===== config.mk =====
export PLATFORM = sky130hd
export DESIGN_NAME = pwr_state_ctrl
export DESIGN_NICKNAME = d
export VERILOG_FILES = /design/src/rtl/pwr_state_pkg.sv /design/src/rtl/pwr_fsm.sv /design/src/rtl/pwr_wake_regs.sv /design/src/rtl/pwr_adv.sv /design/src/rtl/pwr_state_ctrl.sv
export SDC_FILE = /design/constraint.sdc
export NUM_CORES = 1
export LEC_CHECK = 0
export ABC_AREA = 1
export CORE_AREA = 10 10 47 49
export DETAILED_ROUTE_END_ITERATION = 8
export DIE_AREA = 0 0 57 59
export PLACE_DENSITY = 0.68
export SLEW_MARGIN = 20
export SYNTH_ARGS = -nofsm -noshare
export SYNTH_HDL_FRONTEND = slang
export SYNTH_SLANG_ARGS = --single-unit

===== constraint.sdc =====
create_clock -name clk -period 2.1 [get_ports clk]
set_input_delay 0.63 -clock clk [delete_from_list [all_inputs] [get_ports clk]]
set_output_delay 0.63 -clock clk [all_outputs]
set_load 0.03 [all_outputs]

===== src/rtl/pwr_state_pkg.sv =====
package pwr_state_pkg;

  localparam int PS_W = 2;

  typedef enum logic [PS_W-1:0] {
    PS_DR  = 2'd0,
    PS_D0U = 2'd1,
    PS_D0A = 2'd2,
    PS_D3  = 2'd3
  } pstate_e;

  localparam logic [PS_W-1:0] PSF_ON  = 2'b00;
  localparam logic [PS_W-1:0] PSF_OFF = 2'b11;

endpackage


===== src/rtl/pwr_fsm.sv =====
module pwr_fsm
  import pwr_state_pkg::*;
(
  input  logic            clk,
  input  logic            rst_n,
  input  logic            pwr_good,
  input  logic            bus_rst_n,
  input  logic            mem_en,
  input  logic            ps_wr,
  input  logic [PS_W-1:0] ps_wdata,
  output pstate_e         state_q,
  output logic [PS_W-1:0] ps_rd
);

  pstate_e state_d;
  logic    state_ce;
  logic    wr_off;
  logic    wr_on;

  assign wr_off = ps_wr && (ps_wdata == PSF_OFF);
  assign wr_on  = ps_wr && (ps_wdata == PSF_ON);

  always_comb begin
    state_d = state_q;
    if (!pwr_good || !bus_rst_n) begin
      state_d = PS_DR;
    end else begin
      unique case (state_q)
        PS_DR:   state_d = PS_D0U;
        PS_D0U:  if (wr_off) state_d = PS_D3;
                 else if (mem_en) state_d = PS_D0A;
        PS_D0A:  if (wr_off) state_d = PS_D3;
        PS_D3:   if (wr_on) state_d = PS_D0U;
        default: state_d = PS_DR;
      endcase
    end
  end

  assign state_ce = (state_d != state_q);

  always_ff @(posedge clk or negedge rst_n) begin
    if (!rst_n)        state_q <= PS_DR;
    else if (state_ce) state_q <= state_d;
  end

  assign ps_rd = ((state_q == PS_D0U) || (state_q == PS_D0A)) ? PSF_ON : PSF_OFF;

endmodule


===== src/rtl/pwr_wake_regs.sv =====
module pwr_wake_regs (
  input  logic clk,
  input  logic rst_n,
  input  logic pwr_good,
  input  logic bus_rst_n,
  input  logic aux_pwr,
  input  logic cfg_wr,
  input  logic cfg_en_wd,
  input  logic cfg_sts_w1c,
  input  logic wuc_wr,
  input  logic wuc_en_wd,
  input  logic wuc_sts_w1c,
  input  logic wake_evt,
  output logic wake_en,
  output logic wake_sts,
  output logic pme_req
);

  logic bus_q;
  logic bus_rise;
  logic wipe;
  logic en_d, sts_d;
  logic en_ce, sts_ce;
  logic sts_clr;

  always_ff @(posedge clk or negedge rst_n) begin
    if (!rst_n) bus_q <= 1'b0;
    else        bus_q <= bus_rst_n;
  end

  assign bus_rise = bus_rst_n && !bus_q;
  assign wipe     = !pwr_good || (bus_rise && !aux_pwr);
  assign sts_clr  = (cfg_wr && cfg_sts_w1c) || (wuc_wr && wuc_sts_w1c);

  always_comb begin
    if (wipe)        en_d = 1'b0;
    else if (cfg_wr) en_d = cfg_en_wd;
    else if (wuc_wr) en_d = wuc_en_wd;
    else             en_d = wake_en;
  end

  always_comb begin
    if (wipe)          sts_d = 1'b0;
    else if (wake_evt) sts_d = 1'b1;
    else if (sts_clr)  sts_d = 1'b0;
    else               sts_d = wake_sts;
  end

  assign en_ce  = (en_d != wake_en);
  assign sts_ce = (sts_d != wake_sts);

  always_ff @(posedge clk or negedge rst_n) begin
    if (!rst_n)     wake_en <= 1'b0;
    else if (en_ce) wake_en <= en_d;
  end

  always_ff @(posedge clk or negedge rst_n) begin
    if (!rst_n)      wake_sts <= 1'b0;
    else if (sts_ce) wake_sts <= sts_d;
  end

  assign pme_req = wake_en && wake_sts;

endmodule


===== src/rtl/pwr_adv.sv =====
module pwr_adv
  import pwr_state_pkg::*;
(
  input  pstate_e state_q,
  input  logic    aux_pwr,
  input  logic    deep_off_en,
  output logic    wake_cap,
  output logic    bus_iso,
  output logic    lp_off
);

  logic in_dr;

  assign in_dr    = (state_q == PS_DR);
  assign bus_iso  = in_dr;
  assign wake_cap = aux_pwr;
  assign lp_off   = deep_off_en && in_dr;

endmodule


===== src/rtl/pwr_state_ctrl.sv =====
module pwr_state_ctrl
  import pwr_state_pkg::*;
(
  input  logic            clk,
  input  logic            rst_n,
  input  logic            pwr_good,
  input  logic            bus_rst_n,
  input  logic            aux_pwr,
  input  logic            deep_off_en,
  input  logic            mem_en,
  input  logic            ps_wr,
  input  logic [PS_W-1:0] ps_wdata,
  input  logic            cfg_wr,
  input  logic            cfg_en_wd,
  input  logic            cfg_sts_w1c,
  input  logic            wuc_wr,
  input  logic            wuc_en_wd,
  input  logic            wuc_sts_w1c,
  input  logic            wake_evt,
  output logic [PS_W-1:0] state,
  output logic [PS_W-1:0] ps_rd,
  output logic            bus_iso,
  output logic            wake_cap,
  output logic            wake_en,
  output logic            wake_sts,
  output logic            pme_req,
  output logic            lp_off
);

  pstate_e st;

  pwr_fsm u_fsm (
    .clk       (clk),
    .rst_n     (rst_n),
    .pwr_good  (pwr_good),
    .bus_rst_n (bus_rst_n),
    .mem_en    (mem_en),
    .ps_wr     (ps_wr),
    .ps_wdata  (ps_wdata),
    .state_q   (st),
    .ps_rd     (ps_rd)
  );

  pwr_wake_regs u_wake (
    .clk         (clk),
    .rst_n       (rst_n),
    .pwr_good    (pwr_good),
    .bus_rst_n   (bus_rst_n),
    .aux_pwr     (aux_pwr),
    .cfg_wr      (cfg_wr),
    .cfg_en_wd   (cfg_en_wd),
    .cfg_sts_w1c (cfg_sts_w1c),
    .wuc_wr      (wuc_wr),
    .wuc_en_wd   (wuc_en_wd),
    .wuc_sts_w1c (wuc_sts_w1c),
    .wake_evt    (wake_evt),
    .wake_en     (wake_en),
    .wake_sts    (wake_sts),
    .pme_req     (pme_req)
  );

  pwr_adv u_adv (
    .state_q     (st),
    .aux_pwr     (aux_pwr),
    .deep_off_en (deep_off_en),
    .wake_cap    (wake_cap),
    .bus_iso     (bus_iso),
    .lp_off      (lp_off)
  );

  assign state = st;

endmodule


==> impl_metrics.env <==
export IMPL_end_kind="primary output"
export IMPL_setup_viol=0
export IMPL_drc_errors=0
export IMPL_power_total_mw=0.3137
export IMPL_swShare_pct=28.49
export IMPL_layout_area_seq_sq_um=125.1
export IMPL_clockPowerShare_pct=35.1
export IMPL_htree_levels=1
export IMPL_nNetsFinal=108
export IMPL_switchingPower_mw=0.08938
export IMPL_pwr_density_cell_mw_per_mm2=465.2
export IMPL_grt_antenna_before_repair=0
export IMPL_tightest_slew_ns=0.3135
export IMPL_post_drt_wl_per_cell_um=10.36
export IMPL_cts_buffers=3
export IMPL_async_reset_ff_share_pct=100.0
export IMPL_postLayoutSetupSlackWorst_ns=0.09152
export IMPL_die_w_um=57
export IMPL_wirelength_um=1046
export IMPL_cp_start_kind="flip-flop"
export IMPL_yosysTopAreaCellShare_pct=33.00
export IMPL_path_class="reg2out"
export IMPL_rsz0062_at_grt="no"
export IMPL_path_cells="buf_4 -> clkdlybuf4s50_1"
export IMPL_clock_latency_ns=0.24
export IMPL_row_count=14
export IMPL_slowest_stage="clkdlybuf4s50_1"
export IMPL_cts_sinks=5
export IMPL_cts_tree="done"
export IMPL_area_delta_synth_final_pct=77.89
export IMPL_max_freq_ghz=0.4979
export IMPL_synth_area_per_cell_sq_um=6.893
export IMPL_hp_class="reg2reg"
export IMPL_syn_nets=77
export IMPL_numPortBuffers=26
export IMPL_pwr_share_comb_pct=31.7
export IMPL_drt_iter0_markers=2
export IMPL_overflow=0
export IMPL_ys_ff_latch=5
export IMPL_cts_root_buffer="clkbuf_4"
export IMPL_die_area_sq_mm=0.003363
export IMPL_slowest_delay_ns=0.67
export IMPL_critPathMaxFanout=6
export IMPL_clk_pin_slew_ns=0.05
export IMPL_ioPinCount=27
export IMPL_worst_ir_drop_vdd_mv=0.2989
export IMPL_drive_gt1_share_pct=10.59
export IMPL_synth_common_cells="nand2_1 (17), inv_1 (12), dfrtp_1 (5), ha_1 (5), nor2_1 (5)"
export IMPL_initial_core_util_pct=27.05
export IMPL_slew_headroom_pct=79.03
export IMPL_cts_setup_buffers=0
export IMPL_slew_viol_final=0
export IMPL_dp_hpwl_um=950.5
export IMPL_gp_congestion=0.6879
export IMPL_critPathRequiredTime_ns=1.47
export IMPL_multiInputGateArea_sq_um=193.9
export IMPL_grt_pass1_wl_um=1842
export IMPL_vias=414
export IMPL_synth_edf_count=0
export IMPL_postSynthCellCount=55
export IMPL_period_minus_slack_ns=2.008
export IMPL_finClkSkew_ns=0.00006722
export IMPL_p_leak_nw=0.3543
export IMPL_antennaDiodeCount=0
export IMPL_status="completed"
export IMPL_synth_most_common_cell="nand2_1"
export IMPL_core_area_sq_mm=0.001401
export IMPL_grt_pass1_vias=456
export IMPL_first_pass_iters=2
export IMPL_sequentialPowerShare_pct=33.2
export IMPL_holdWs_ns=0.5833
export IMPL_utilization_pct=48.13
export IMPL_arrival_ns=1.38
export IMPL_yosys_most_used_dff="dfrtp_1"
export IMPL_place_ws_ns=0.1190
export IMPL_die_h_um=59
export IMPL_ctsLongestPathBuffers=2
export IMPL_yosys_area_top_type="dfrtp_1"
export IMPL_grt_max_degree=7
export IMPL_final_period_utilization_pct=95.64
export IMPL_num_fill_cells=160
export IMPL_drt_antenna_violating_nets=0
export IMPL_intPower_mw=0.2244
export IMPL_vias_per_cell=4.099
export IMPL_netlist_top_cells_area="dfrtp_1 (33%), nand2_1 (17%), ha_1 (17%), inv_1 (12%), a21oi_1 (5.3%)"
export IMPL_setup_tns_ns=0
export IMPL_ys_types=11
export IMPL_yosysSeqAreaShare_pct=33.00
export IMPL_synth_area_sq_um=379.1
export IMPL_grt_usage_pct=6.404
export IMPL_drv_cap=0
export IMPL_yosysWarnings=0
export IMPL_hold_viol=0
[metal layers]
metal	share of wire, %	vias up	track usage, %
met1	40	179	6.794
met3	5.0	0	2.146
met4	0	0	2.013
met2	54	11	11.63
li1	-	224	-
met5	0	-	0
[cells by family after synthesis]
group | Yosys count | synth area share, %
DFF | 5 | 33.00
AOI/OAI and AO/OA | 6 | 8.581
buffers and inverters | 14 | 15.84
and+or+nand+nor | 25 | 26.07
adders and majority gates | 5 | 16.50
[metrics by stage]
stage	cell area (sq um)	cells
4_1_cts	674.4	101
3_3_place_gp	649.4	97
5_1_grt	674.4	101
3_5_place_dp	649.4	97
2_1_floorplan	379.1	55
6_report	674.4	101
[worst max-delay path, delay by kind of cell, from the launching register on]
family | cells | cell delay (ns)
flops | 1 | 0.33
buf+inv | 2 | 0.81
[power by group through the flow]
| stage | Sequential, mW | Combinational [mW] | Clock [mW] |
|---|---|---|---|
| 2_1_floorplan | 0.114 | 0.0367 | 0 |
| 3_3_place_gp | 0.105 | 0.100 | 0 |
| 3_5_place_dp | 0.106 | 0.102 | 0 |
| 4_1_cts | 0.104 | 0.101 | 0.112 |
| 5_1_grt | 0.105 | 0.109 | 0.113 |
| 6_report | 0.104 | 0.0995 | 0.110 |
[cells in the final DEF, fill, tap and decap left out]
cell type	synthesis	layout
a21oi_1	4	4
clkdlybuf4s50_1	0	21
nand2_1	17	17
dfrtp_1	5	5
buf_4	2	6
o21ai_0	1	1
inv_1	12	12
dlygate4sd2_1	0	1
or2_0	1	1
clkbuf_4	0	3
ha_1	5	5
nand3_1	2	2
nor2_1	5	5
clkbuf_1	0	1
o211ai_1	1	1
[timing repair]
action,in CTS,in global routing
endpoints found under the setup margin,1,0
gates resized for setup,1,0
hold buffers,0,0
[sequential cells by signal (all words and copies together), names as in the netlist]
register	flops
u_wake.wake_sts	1
u_wake.wake_en	1
u_fsm.state_q	2
u_wake.bus_q	1
[final timing paths]
kind | start | end | slack, ns | depth (start not counted)
worst max-delay path | u_fsm.state_q[1] | state[1] | 0.09 | 2
min in group asynchronous | rst_n | u_fsm.state_q[1] | 0.61 | 1
worst min register to register | u_wake.wake_sts | u_wake.wake_sts | 0.58 | 2
worst min-delay path | u_wake.wake_sts | u_wake.wake_sts | 0.58 | 2
worst max register to register | u_fsm.state_q[1] | u_fsm.state_q[0] | 0.94 | 8
max in group asynchronous | rst_n | u_wake.wake_sts | 1.30 | 1
[cell type report]
| cell class | count | share of cell area (%) |
|---|---|---|
| clock buffers | 4 | 3.896 |
| inverters | 12 | 6.679 |
| multi-input cells | 36 | 28.76 |
| flip-flops and latches | 5 | 18.55 |
| well taps | 16 | 2.968 |
| repair buffers | 28 | 39.15 |
Note: power is estimated with default switching activity, not from simulation.
